### config.mk
export PLATFORM = sky130hd
export DESIGN_NAME = prio_irq_ctrl
export DESIGN_NICKNAME = d
export VERILOG_FILES = /design/src/rtl/pic_pkg.sv /design/src/rtl/pic_edge_latch.sv /design/src/rtl/pic_arbiter.sv /design/src/rtl/prio_irq_ctrl.sv
export SDC_FILE = /design/constraint.sdc
export NUM_CORES = 1
export LEC_CHECK = 0
export ABC_AREA = 1
export BUFFER_PORTS_ARGS = -buffer_cell sky130_fd_sc_hd__buf_4
export CORE_MARGIN = 3
export CORE_UTILIZATION = 49
export DETAILED_ROUTE_END_ITERATION = 8
export PLACE_DENSITY = 0.74
export SYNTH_ARGS = -nofsm -noshare
export SYNTH_HDL_FRONTEND = slang
export SYNTH_SLANG_ARGS = --single-unit
### constraint.sdc
create_clock -name clk -period 5.1 [get_ports clk]
set_input_delay 1.275 -clock clk [delete_from_list [all_inputs] [get_ports clk]]
set_output_delay 1.275 -clock clk [all_outputs]
set_load 0.005 [all_outputs]
### src/rtl/pic_pkg.sv
package pic_pkg;

    typedef enum logic [2:0] {
        PH_IDLE    = 3'd0,
        PH_PEND    = 3'd1,
        PH_SAVE_SR = 3'd2,
        PH_SAVE_PC = 3'd3,
        PH_FETCH   = 3'd4,
        PH_BRANCH  = 3'd5
    } phase_e;

endpackage

### src/rtl/pic_edge_latch.sv
module pic_edge_latch (
    input  logic clk,
    input  logic rst_n,
    input  logic mrst_i,
    input  logic in_i,
    input  logic is_edge_i,
    input  logic clr_i,
    output logic pend_o
);

    logic prev_d, prev_q;
    logic hold_d, hold_q;

    always_comb begin
        prev_d = in_i;
        hold_d = (hold_q & ~clr_i) | (in_i & ~prev_q & is_edge_i);
        if (mrst_i) begin
            hold_d = 1'b0;
        end
    end

    always_ff @(posedge clk or negedge rst_n) begin
        if (!rst_n) begin
            prev_q <= 1'b0;
            hold_q <= 1'b0;
        end else begin
            prev_q <= prev_d;
            hold_q <= hold_d;
        end
    end

    assign pend_o = is_edge_i ? hold_q : in_i;

endmodule

### src/rtl/pic_arbiter.sv
module pic_arbiter #(
    parameter int NSRC     = 4,
    parameter int LVLW     = 4,
    parameter int VECW     = 8,
    parameter int VEC_NMI  = 11,
    parameter int VEC_BRK  = 12,
    parameter int VEC_DBG  = 13,
    parameter int VEC_BASE = 64
) (
    input  logic                       nmi_i,
    input  logic                       brk_i,
    input  logic                       dbg_i,
    input  logic [NSRC-1:0]            pend_i,
    input  logic [NSRC-1:0][LVLW-1:0]  prio_i,
    input  logic [LVLW-1:0]            mask_i,
    output logic                       win_o,
    output logic [VECW-1:0]            vec_o,
    output logic [LVLW-1:0]            lvl_o,
    output logic [NSRC:0]              clr_o
);

    localparam int LMAX = (1 << LVLW) - 1;

    logic                found;
    logic [LVLW-1:0]     best_lvl;
    logic [VECW-1:0]     best_vec;
    logic [NSRC:0]       best_clr;
    logic                top_open;

    always_comb begin
        found    = 1'b0;
        best_lvl = '0;
        best_vec = '0;
        best_clr = '0;
        for (int i = NSRC - 1; i >= 0; i--) begin
            if (pend_i[i] && (prio_i[i] != '0) && (!found || prio_i[i] >= best_lvl)) begin
                found    = 1'b1;
                best_lvl = prio_i[i];
                best_vec = VECW'(VEC_BASE + i);
                best_clr = '0;
                best_clr[i] = 1'b1;
            end
        end
    end

    assign top_open = (mask_i < LVLW'(LMAX));

    always_comb begin
        win_o = 1'b0;
        vec_o = '0;
        lvl_o = '0;
        clr_o = '0;
        if (nmi_i) begin
            win_o       = 1'b1;
            vec_o       = VECW'(VEC_NMI);
            lvl_o       = LVLW'(LMAX);
            clr_o[NSRC] = 1'b1;
        end else if (brk_i && top_open) begin
            win_o = 1'b1;
            vec_o = VECW'(VEC_BRK);
            lvl_o = LVLW'(LMAX);
        end else if (dbg_i && top_open) begin
            win_o = 1'b1;
            vec_o = VECW'(VEC_DBG);
            lvl_o = LVLW'(LMAX);
        end else if (found && (best_lvl > mask_i)) begin
            win_o = 1'b1;
            vec_o = best_vec;
            lvl_o = best_lvl;
            clr_o = best_clr;
        end
    end

endmodule

### src/rtl/prio_irq_ctrl.sv
module prio_irq_ctrl #(
    parameter int NSRC     = 4,
    parameter int LVLW     = 4,
    parameter int VECW     = 8,
    parameter int VEC_NMI  = 11,
    parameter int VEC_BRK  = 12,
    parameter int VEC_DBG  = 13,
    parameter int VEC_BASE = 64
) (
    input  logic                      clk,
    input  logic                      rst_n,
    input  logic                      mrst_i,
    input  logic                      nmi_i,
    input  logic                      brk_i,
    input  logic                      dbg_i,
    input  logic [NSRC-1:0]           src_i,
    input  logic [NSRC-1:0]           src_edge_i,
    input  logic [NSRC-1:0][LVLW-1:0] src_prio_i,
    input  logic                      mask_we_i,
    input  logic [LVLW-1:0]           mask_wdata_i,
    input  logic                      cpu_ack_i,
    output logic                      cpu_req_o,
    output logic                      irq_n_o,
    output logic [VECW-1:0]           vec_o,
    output logic [LVLW-1:0]           lvl_o,
    output logic [LVLW-1:0]           mask_o,
    output logic [2:0]                phase_o
);

    import pic_pkg::*;

    localparam int NLAT = NSRC + 1;
    localparam int LMAX = (1 << LVLW) - 1;

    typedef struct packed {
        phase_e          phase;
        logic [LVLW-1:0] mask;
        logic [VECW-1:0] vec;
        logic [LVLW-1:0] lvl;
        logic [NLAT-1:0] clr;
    } regs_t;

    regs_t r_d, r_q;

    logic [NLAT-1:0] lat_pend;
    logic [NLAT-1:0] lat_clr;
    logic [LVLW-1:0] eff_mask;
    logic            win;
    logic [VECW-1:0] win_vec;
    logic [LVLW-1:0] win_lvl;
    logic [NLAT-1:0] win_clr;
    logic            accept;

    for (genvar g = 0; g < NLAT; g++) begin : g_lat
        if (g < NSRC) begin : g_src
            pic_edge_latch u_lat (
                .clk       (clk),
                .rst_n     (rst_n),
                .mrst_i    (mrst_i),
                .in_i      (src_i[g]),
                .is_edge_i (src_edge_i[g]),
                .clr_i     (lat_clr[g]),
                .pend_o    (lat_pend[g])
            );
        end else begin : g_nmi
            pic_edge_latch u_lat (
                .clk       (clk),
                .rst_n     (rst_n),
                .mrst_i    (mrst_i),
                .in_i      (nmi_i),
                .is_edge_i (1'b1),
                .clr_i     (lat_clr[g]),
                .pend_o    (lat_pend[g])
            );
        end
    end

    assign eff_mask = mask_we_i ? mask_wdata_i : r_q.mask;

    pic_arbiter #(
        .NSRC     (NSRC),
        .LVLW     (LVLW),
        .VECW     (VECW),
        .VEC_NMI  (VEC_NMI),
        .VEC_BRK  (VEC_BRK),
        .VEC_DBG  (VEC_DBG),
        .VEC_BASE (VEC_BASE)
    ) u_arb (
        .nmi_i  (lat_pend[NSRC]),
        .brk_i  (brk_i),
        .dbg_i  (dbg_i),
        .pend_i (lat_pend[NSRC-1:0]),
        .prio_i (src_prio_i),
        .mask_i (eff_mask),
        .win_o  (win),
        .vec_o  (win_vec),
        .lvl_o  (win_lvl),
        .clr_o  (win_clr)
    );

    assign accept  = (r_q.phase == PH_PEND) && cpu_ack_i;
    assign lat_clr = accept ? r_q.clr : '0;

    always_comb begin
        r_d = r_q;
        if (mask_we_i) begin
            r_d.mask = mask_wdata_i;
        end
        unique case (r_q.phase)
            PH_IDLE: begin
                if (win) begin
                    r_d.phase = PH_PEND;
                    r_d.vec   = win_vec;
                    r_d.lvl   = win_lvl;
                    r_d.clr   = win_clr;
                end
            end
            PH_PEND: begin
                if (cpu_ack_i) begin
                    r_d.phase = PH_SAVE_SR;
                    r_d.mask  = r_q.lvl;
                end else if (win) begin
                    r_d.vec = win_vec;
                    r_d.lvl = win_lvl;
                    r_d.clr = win_clr;
                end else begin
                    r_d.phase = PH_IDLE;
                end
            end
            PH_SAVE_SR: if (cpu_ack_i) r_d.phase = PH_SAVE_PC;
            PH_SAVE_PC: if (cpu_ack_i) r_d.phase = PH_FETCH;
            PH_FETCH:   if (cpu_ack_i) r_d.phase = PH_BRANCH;
            PH_BRANCH:  if (cpu_ack_i) r_d.phase = PH_IDLE;
            default:    r_d.phase = PH_IDLE;
        endcase
        if (mrst_i) begin
            r_d       = '0;
            r_d.phase = PH_IDLE;
            r_d.mask  = LVLW'(LMAX);
        end
    end

    always_ff @(posedge clk or negedge rst_n) begin
        if (!rst_n) begin
            r_q       <= '0;
            r_q.phase <= PH_IDLE;
            r_q.mask  <= LVLW'(LMAX);
        end else begin
            r_q <= r_d;
        end
    end

    assign cpu_req_o = (r_q.phase == PH_PEND);
    assign irq_n_o   = (r_q.phase != PH_PEND);
    assign vec_o     = r_q.vec;
    assign lvl_o     = r_q.lvl;
    assign mask_o    = r_q.mask;
    assign phase_o   = r_q.phase;

endmodule

---- After elaboration in Yosys (flattened, before gate mapping) ----
Cells that the tools add are included.
storage, ports and cells
  register bits ........................... 34
  input port bits ......................... 36
  output and inout port bits .............. 21
cells by class
  order comparisons ....................... 5
  equal/unequal tests ..................... 13
  muxes and demuxes ....................... 58
  bitwise logic cells ..................... 29
  reduce and logical (&&, ||, !) cells .... 25
operators with widths
  kind                  number
  $mux W4               18
  $mux W7               5
  $mux W17              2
  $pmux W17 S2          1
  $mux W24              1
  $mux W8               3
  $mux W3               7
  $mux W1               18
  $pmux W3 S6           1
  $reduce_bool A4 Y1    4
  $ne A3 B3 Y1 const B  5
  $and A1 B1 Y1         14
  $ge A4 B4 Y1          3
  $logic_and A1 B1 Y1   11
  $mux W5               2
  $not A1 Y1            10
  $eq A3 B2 Y1 const B  2
  $eq A3 B3 Y1 const B  2
  $reduce_and A6 Y1     1
  $or A1 B1 Y1          5
  $gt A4 B4 Y1          1
  $lt A4 B4 Y1 const B  1
  $ne A4 B4 Y1 const B  1
  $eq A3 B1 Y1 const B  1
  other kinds (7)       11

---- Longest topological paths before layout ----
Gate-level depths: netlist of run 1.
  depth in word-level cells ............... 25
  gate-level depth with buffers ........... 45

---- Modules after synthesis ----
From an unflattened synthesis of run 1, not the netlist that was laid out.
unflattened totals
  cells, all modules ...................... 400
  area total of the unflattened synthesis .. 2894.0 µm²
modules (own cells, without submodules)
  module          times used  cells an instance  area an instance (µm²)  sequential area each (µm²)
  prio_irq_ctrl   1           175                1430.1                  605.6
  pic_arbiter     1           175                1026.0                  0.0
  pic_edge_latch  5           10                 87.6                    50.0

---- Least setup slack after synthesis of run 1 ----
No wires, ideal clock.
  kind .................................... input-to-reg
  start ................................... in src_i[3]
  end ..................................... reg r_q, in the netlist vec_o[0]
  library setup time ...................... 0.065 ns
  arrival time ............................ 5.743 ns
  data required time ...................... 5.035 ns
  setup slack ............................. -0.709 ns
  stages on the path ...................... 42
  path buffers ............................ 0
  cell sequence ........................... inv_1 > o21ai_1 > nand2_2 > nor2_1 > inv_1 > ha_1 > a21o_1 > nor2_1 > nand2_1 > nand2_1 > nand2_1 > nand2_1 > ha_1 > o21ai_0 > nand2_1 > nand2_1 > nand3_1 > nand2_1 > [... 6 more ...] > nor2_1 > o21a_1 > nand3_1 > nand2_2 > inv_1 > nand2_1 > nand2_1 > ha_1 > inv_1 > o21bai_1 > nand2_1 > a21oi_1 > o21ai_2 > nand2_4 > nand2_4 > nor2_2 > nand3_1 > nand2_1
on the way
  cells in the longest elaborated chain, start to end .. 25
  elaborated cells between the ends (all ways) .. 40
  those cells by class .................... order compare: 4; mux: 25; reduce/logical: 11
ends and longest elaborated chain
  element                                           RTL line                                    text
  start: declaration                                prio_irq_ctrl.sv:16                         input logic [NSRC-1:0] src_i,
  $mux W1 *                                         pic_edge_latch.sv:32                        assign pend_o = is_edge_i ? hold_q : in_i;
  $logic_and A1 B1 Y1 *                             pic_arbiter.sv:36                           if (pend_i[i] && (prio_i[i] != '0) && (!found || prio_i[i] >= best_lvl)) begin
  $mux W4 or $mux W1 (tied branches)                pic_arbiter.sv:36
  $ge A4 B4 Y1 or $logic_not A1 Y1 (tied branches)  pic_arbiter.sv:36
  $logic_or A1 B1 Y1                                pic_arbiter.sv:36
  $logic_and A1 B1 Y1                               pic_arbiter.sv:36
  $mux W4 or $mux W1 (tied branches)                pic_arbiter.sv:36
  $ge A4 B4 Y1 or $logic_not A1 Y1 (tied branches)  pic_arbiter.sv:36
  [... 9 more ...]                                  n/a
  $mux W7 or $mux W1 (tied branches)                pic_arbiter.sv:66                           end else if (found && (best_lvl > mask_i)) begin
  $mux W8 or $mux W1 (tied branches)                pic_arbiter.sv:62                           end else if (dbg_i && top_open) begin
  $mux W8 or $mux W1 (tied branches)                pic_arbiter.sv:58                           end else if (brk_i && top_open) begin
  $mux W8 or $mux W1 (tied branches)                pic_arbiter.sv:53                           if (nmi_i) begin
  $mux W17 *                                        prio_irq_ctrl.sv:111, prio_irq_ctrl.sv:122
  $mux W17                                          prio_irq_ctrl.sv:119                        if (cpu_ack_i) begin
  $pmux W17 S2 *                                    prio_irq_ctrl.sv:109                        unique case (r_q.phase)
  $mux W24 *                                        prio_irq_ctrl.sv:136                        if (mrst_i) begin
  end signal: assignment                            prio_irq_ctrl.sv:149                        r_q <= r_d;
  end: declaration                                  prio_irq_ctrl.sv:43                         regs_t r_d, r_q;
Every way passes the cells marked *; elsewhere a longest branch is shown, timed or not. The select of a mux whose other input is x is not followed.
A chain may end at the register's enable or synchronous reset.

---- Worst setup path after layout of run 1 ----
  start ................................... in src_edge_i[3]
  end ..................................... reg r_q, in the netlist phase_o[1]
on the way
  cells in the longest elaborated chain, start to end .. 23
  elaborated cells between the ends (all ways) .. 31
  those cells by class .................... order compare: 4; eq/ne: 2; mux: 13; reduce/logical: 12
ends and longest elaborated chain
  element                                                 RTL line              text
  start: declaration                                      prio_irq_ctrl.sv:17   input logic [NSRC-1:0] src_edge_i,
  $mux W1 *                                               pic_edge_latch.sv:32
  $logic_and A1 B1 Y1 *                                   pic_arbiter.sv:36
  $mux W4 or $mux W1 (tied branches)                      pic_arbiter.sv:36
  $ge A4 B4 Y1 or $logic_not A1 Y1 (tied branches)        pic_arbiter.sv:36
  $logic_or A1 B1 Y1                                      pic_arbiter.sv:36
  $logic_and A1 B1 Y1                                     pic_arbiter.sv:36
  $mux W4 or $mux W1 (tied branches)                      pic_arbiter.sv:36
  $ge A4 B4 Y1 or $logic_not A1 Y1 (tied branches)        pic_arbiter.sv:36
  [... 7 more ...]                                        n/a
  $gt A4 B4 Y1                                            pic_arbiter.sv:66
  $logic_and A1 B1 Y1 *                                   pic_arbiter.sv:66
  $mux W1 *                                               pic_arbiter.sv:66
  $mux W1 *                                               pic_arbiter.sv:62
  $mux W1 *                                               pic_arbiter.sv:58
  $mux W1 *                                               pic_arbiter.sv:53
  $ne A4 B4 Y1 (no line) or $ne A3 B2 Y1 (tied branches)  n/a
  $reduce_and A6 Y1 (no line) *                           n/a
Every way passes the cells marked *; elsewhere a longest branch is shown, timed or not.

==> impl_metrics.yaml, run 1 <==
global_route:
  grt_pass1_vias: 2610
  grt_overflow: 0
  grt_start_max_net_pins: 32
  track_usage_pct: 23.98
  antenna_found_initial: 0
  grt_pass1_wl_um: 11290
drt:
  drc_errors: 0
  viasPerCell: 5.293
  vias: 2874
  ant_nets: 0
  drt_wl_total_um: 8136
  wl_per_cell_um: 14.98
  drt_iter0_markers: 157
  dr.pass1.iters: 4
clocking:
  cts_buffer_depth: 2
  h-tree-depth: 2
  clock_latency_ns: 0.30
  cts_sinks: 31
  ctsHoldBuffers: 0
  cts-root-buf: "clkbuf_8"
  cts_buffers: 5
  clk_pin_slew_worst_paths_ns: 0.07
  cts_tree: "done"
outcome:
  status: "finished with violations"
  violations: "negative setup slack"
timing:
  rsz0062_at_grt: "yes"
  drv_slew: 0
  fin_crit_ns: 5.827
  setup-tns-final_ns: -11.22
  worst_pin_slew_ns: 0.9709
  fin_skew_ns: 0.006991
  period_share_pct: 114.3
  setup_violations: 17
  max_freq_mhz: 171.6
  fin_ws_ns: -0.7271
  max_slew_margin_pct: 35.03
  hold_viol: 0
  fin_hold_ws_ns: 0.4917
cells_and_area:
  fillers: 302
  drive_above_1_share_pct: 49.16
  multi_input_area_mm2: 0.001793
  layout_common_cells: "buf_4 (112), nand2_1 (85), inv_1 (55)"
  final_nets: 527
  antennaDiodeCount: 0
  mostFrequentLayoutCell: "buf_4"
  register_area_um2: 780.7
  syn2layout_area_growth_pct: 58.83
power_and_ir_drop:
  ir_drop_v: 0.0001784
  combPwrFrac_pct: 52.6
  leakage_nw: 2.116
  p_int_mw: 0.7446
  p_sw_mw: 0.4993
  pwr-share-seq_pct: 27.4
  switching_share_pct: 40.14
  clockPowerShare_pct: 19.9
  p_per_area_mw_per_mm2: 313.9
critical_path:
  crit_path_end_kind: "flop"
  slowest_stage: "ha_4"
  critPathLaunchType: "primary input"
  crit_path_max_incr_delay_ns: 0.28
  reg2reg_depth: 41
  critPathMaxFanout: 6
  worstPathRequired_ns: 5.28
  arrival_ns: 6.01
  crit_type: "primary input to flop"
floorplanning:
  die_w_um: 77.36
  fp-row-count: 25
  pin_count: 57
  core_mm2: 0.004817
  die_area_mm2: 0.005984
  initial_core_util_pct: 51.79
  die_y_um: 77.36
synth:
  yosysSeqAreaShare_pct: 31.29
  synth_top_area_cell: "dfrtp_1"
  yosysTopAreaCellShare_pct: 27.08
  netlist_instances: 370
  syn_area_mm2: 0.002495
  synth-seq-cells: 31
  synth_area_leaders: "dfrtp_1 (27%), nand2_1 (17%), inv_1 (9.6%)"
  post_synth_num_cell_types: 33
  yosysWarnings: 0
  synth_area_per_cell_um2: 6.743
worst_hold_path:
  hold_path.class: "flop to flop"
  whs_path_depth: 2
placed_design:
  gp_congestion: 0.8017
  io_buffers: 53
  pre_cts_slack_ns: -1.022
  hpwlAfterDp_um: 4922
run:
  maxCapViolCount: 0
## layer usage
metal	up-vias	track usage [%]	routed length (µm)
met5	-	0	0
met4	0	14.95	308
met3	28	4.640	423
met2	128	43.01	4354
met1	1367	25.70	3051
li1	1351	-	-
## worst max-delay path: cells and delay by family
family | cells | cell delay [ns]
simple gates | 23 | 2.15
buf+inv | 8 | 0.68
fa+ha+maj | 4 | 0.97
compound gates | 6 | 0.89
## flip-flops by register name (all words and copies together), names as in the netlist
signal,cells
g_lat.g_src.u_lat.prev_q,4
vec_o,5
g_lat.g_nmi.u_lat.prev_q,1
g_lat.g_src.u_lat.hold_q,4
mask_o,4
g_lat.g_nmi.u_lat.hold_q,1
phase_o,3
r_q,5
lvl_o,4
## power groups by stage
stage	registers [mW]	logic [mW]	clock network, mW
2_1_floorplan	0.328	0.338	0
3_3_place_gp	0.344	0.463	0
3_5_place_dp	0.344	0.475	0
4_1_cts	0.340	0.542	0.247
5_1_grt	0.348	0.714	0.263
6_report	0.341	0.655	0.248
## stage by stage
stage / total power [mW] / cells / area [µm²] / util [%]
final: 1.244 / 543 / 3963 / 82.26
after global routing: 1.325 / 543 / 3963 / 82.26
after CTS: 1.129 / 536 / 3588 / 74.49
after detailed placement: 0.8191 / 506 / 3139 / 65.17
after global placement: 0.8072 / 506 / 3139 / 65.17
after floorplan: 0.6660 / 372 / 2545 / -
## worst paths after layout
kind	start	endpoint	slack, ns
max in group asynchronous	rst_n	mask_o[1]	3.89
min in group asynchronous	rst_n	lvl_o[2]	0.90
hold / removal	r_q[3]	r_q[3]	0.49
setup reg to reg	g_lat[3].g_src.u_lat.hold_q	phase_o[1]	0
hold reg to reg	r_q[3]	r_q[3]	0.49
setup / recovery	src_edge_i[3]	phase_o[1]	-0.73
## cell usage after synthesis (all sizes together)
cell type / count
nand3b: 2
nand2: 125
clkinv: 1
o21bai: 1
dfstp: 4
nand3: 28
dfrtp: 27
o21a: 1
or4: 1
o22ai: 2
inv: 68
a21o: 1
a21oi: 12
nor3: 4
nand4: 8
o211ai: 5
o21ai: 12
buf: 22
ha: 16
and2: 1
conb: 1
nor2: 28
## cell families (layout without fill, tap and decap cells)
| logic type | Yosys count | in the layout | share of synthesized area, % |
|---|---|---|---|
| compound gates | 34 | 34 | 8.476 |
| other cells | 1 | 3 | 0.1503 |
| buf+inv | 91 | 195 | 17.00 |
| simple gates | 197 | 197 | 35.06 |
| fa+ha+maj | 16 | 16 | 8.024 |
| flops | 31 | 31 | 31.29 |
## area by class of cell
class | instances | share of cell area [%]
well taps | 67 | 2.116
multi-input cells | 250 | 45.25
inverters | 69 | 6.978
repair buffers | 118 | 23.11
clock inverters | 3 | 1.105
clock buffers | 5 | 1.737
flip-flops and latches | 31 | 19.70
## repair_timing
| item | CTS | global route |
|---|---|---|
| pin swaps | 26 | 40 |
| endpoints found under the setup margin | 17 | 17 |
| resized for setup | 39 | 69 |
| setup buffers | 22 | 7 |
(Power assumes the default switching activity.)
==> run 2, diff against run 1 <==
--- a/config.mk
+++ b/config.mk
@@ -5,12 +5,11 @@
 export SDC_FILE = /design/constraint.sdc
 export NUM_CORES = 1
 export LEC_CHECK = 0
-export ABC_AREA = 1
 export BUFFER_PORTS_ARGS = -buffer_cell sky130_fd_sc_hd__buf_4
 export CORE_MARGIN = 3
 export CORE_UTILIZATION = 49
 export DETAILED_ROUTE_END_ITERATION = 8
-export PLACE_DENSITY = 0.74
+export PLACE_DENSITY = 0.75
 export SYNTH_ARGS = -nofsm -noshare
 export SYNTH_HDL_FRONTEND = slang
 export SYNTH_SLANG_ARGS = --single-unit
==> run 2 against run 1 <==
- the run still ends with negative setup slack left
- clock skew grew 0.0015 ns
- worst hold slack improved by 0.011 ns
- global-route usage is 0.074 points higher
- final cell count shrank 22%
- setup slack got worse by 1.2 ns
- die area is 5.2% lower
- register-to-register slack got worse by 1.2 ns
- critical path depth fell by 11
- first-iteration DRC count down 19%
- routed wire length is 11% lower
- sequential power decreased by 13%
- power fell by 18%
- largest cell class unchanged
==> impl_metrics.yaml, run 2 <==
outcome:
  status: "finished with violations"
  violations: "negative setup slack"
drt:
  dr.pass1.iters: 4
  viasPerCell: 5.828
  drc_errors: 0
  vias: 2477
  ant_nets: 0
  wl_per_cell_um: 17.06
  drt_iter0_markers: 127
  drt_wl_total_um: 7252
placed_design:
  gp_congestion: 0.8575
  place_area_mm2: 0.003104
  io_buffers: 53
  hpwlAfterDp_um: 5063
  dp.cells: 402
  pre_cts_slack_ns: -2.417
critical_path:
  slowest_stage: "a2111o_1"
  crit_buf_inv: 3
  crit_type: "primary input to flop"
  crit_path_end_kind: "flop"
  r2r-start: "g_lat[3].g_src.u_lat.hold_q"
  worstPathRequired_ns: 5.27
  path_delay_family: "compound AO/OA/AOI/OAI gates"
  cp-startpoint: "src_edge_i[3]"
  arrival_ns: 7.23
  critPathMaxFanout: 8
  crit_path_max_incr_delay_ns: 0.43
  critPathLaunchType: "primary input"
clocking:
  ctsHoldBuffers: 0
  cts_sinks: 31
  clock_latency_ns: 0.28
  h-tree-depth: 2
  cts_tree: "done"
  clk_pin_slew_worst_paths_ns: 0.07
  cts_buffer_depth: 2
  cts-root-buf: "clkbuf_8"
  cts_buffers: 5
power_and_ir_drop:
  p_per_area_mw_per_mm2: 288.1
  combPwrFrac_pct: 46.8
  leakage_nw: 1.650
  pwr-share-seq_pct: 28.8
  clockPowerShare_pct: 24.4
  ir_drop_v: 0.0001456
  p_int_mw: 0.6783
  p_sw_mw: 0.3476
  switching_share_pct: 33.88
floorplanning:
  initial_core_util_pct: 52.25
  die_y_um: 75.31
  fp-row-count: 24
  pin_count: 57
  die_w_um: 75.31
  core_mm2: 0.004504
  die_area_mm2: 0.005671
cells_and_area:
  fin_cells: 425
  syn2layout_area_growth_pct: 51.30
  drive_above_1_share_pct: 50.13
  layout_common_cells: "buf_4 (109), nand2_1 (37), dfrtp_1 (27)"
  fin_area_mm2: 0.003561
  mostFrequentLayoutCell: "buf_4"
  antennaDiodeCount: 0
  fin_util_pct: 79.06
  fillers: 309
  final_nets: 424
synth:
  post_synth_num_cell_types: 53
  yosysWarnings: 0
  yosys-top-cells-count: "nand2_1 (37), dfrtp_1 (27), nor2_1 (25)"
  synth_area_leaders: "dfrtp_1 (29%), ha_1 (8.5%), buf_4 (6.1%)"
  ys.flop_type: "dfrtp_1"
  netlist_instances: 276
  yosysTopAreaCellShare_pct: 28.71
  synth_area_per_cell_um2: 8.527
  yosysSeqAreaShare_pct: 33.17
  synth_top_area_cell: "dfrtp_1"
  synth_edf_count: 0
  async_flop_share_pct: 100.0
  synth-seq-cells: 31
  yosysMostFrequentCell: "nand2_1"
  syn_area_mm2: 0.002354
timing:
  max_slew_margin_pct: 38.76
  worst_pin_slew_ns: 0.9131
  fin_ws_ns: -1.955
  fin_crit_ns: 7.055
  setup_violations: 15
  period_share_pct: 138.3
  hold_viol: 0
  rsz0062_at_grt: "yes"
  max_freq_mhz: 141.7
  drv_slew: 0
  fin_skew_ns: 0.008518
run:
  maxCapViolCount: 0
global_route:
  track_usage_pct: 24.05
  top_usage_layer: "met2"
  grt_pass1_wl_um: 10540
  grt_pass1_vias: 2406
  grt.met1_usage_pct: 27.28
  grt_start_max_net_pins: 32
  use_met3_pct: 3.430
  antenna_found_initial: 0
  grt_overflow: 0
  gr-usage-met2_pct: 44.68
worst_hold_path:
  hp-start: "r_q[2]"
  hold_path.class: "flop to flop"
## run 2: cell type report
type                            instances  area (µm²)  share of cell area, %
Sequential cell                        31       780.7                  21.93
Timing Repair Buffer                  115       889.6                  24.98
Clock buffer                            6       82.58                  2.319
Inverter                                5       18.77                 0.5271
Multi-Input combinational cell        214        1689                  47.43
Tap cell                               52       65.06                  1.827
Clock inverter                          2       35.03                 0.9838
## run 2: power groups by stage
| stage | Clock [mW] | Sequential (mW) | Combinational (mW) |
|---|---|---|---|
| 6_report | 0.250 | 0.296 | 0.480 |
| 5_1_grt | 0.261 | 0.298 | 0.517 |
| 4_1_cts | 0.249 | 0.293 | 0.420 |
| 3_5_place_dp | 0 | 0.296 | 0.373 |
| 3_3_place_gp | 0 | 0.296 | 0.363 |
| 2_1_floorplan | 0 | 0.291 | 0.238 |
## run 2: final timing paths
check	cells past startpoint	slack [ns]	end
max reg2reg	29	-1.22	vec_o[1]
max	30	-1.96	vec_o[1]
min	1	0.50	r_q[2]
min in group asynchronous	1	0.92	lvl_o[0]
min reg2reg	1	0.50	r_q[2]
max in group asynchronous	1	3.87	mask_o[3]
## run 2: repair_timing
action                     in CTS  in global routing
gates resized for setup        28                 23
setup endpoints to repair      15                 15
pin swaps                      22                 22
setup buffers                   6                  9
gates cloned                    0                  0
## run 2: logic make-up after synthesis
group	count (synthesis)	synth area share, %
simple gates	113	23.76
xor+xnor	1	0.3722
buf+inv	33	8.453
mux	8	3.615
fa+ha+maj	16	8.506
flops	31	33.17
compound gates	73	21.96
other cells	1	0.1593
## run 2: layer usage
layer  vias up  wire length [µm]
li1       1182                 -
met1      1173              2749
met2        95              3895
met3        27               401
met4         0               206
met5         -                 0
## run 2: through the flow
step,hold slack (ns),power [mW],setup TNS (ns)
4_1_cts,0.5032,0.9631,-27.58
3_5_place_dp,0.4886,0.6691,-34.33
3_3_place_gp,0.4796,0.6589,-32.79
6_report,0.5027,1.026,-28.20
2_1_floorplan,0.4630,0.5286,-26.03
5_1_grt,0.5102,1.076,-32.78
## run 2: worst reg2reg max path, delay by kind of cell (launching register included)
family	cells	cell delay, ns
AND/OR/NAND/NOR	10	1.63
adder cells (fa/ha/maj)	4	1.11
buffers and inverters	2	0.25
flip-flops	1	0.38
multiplexers	1	0.27
AO/OA/AOI/OAI	12	2.56
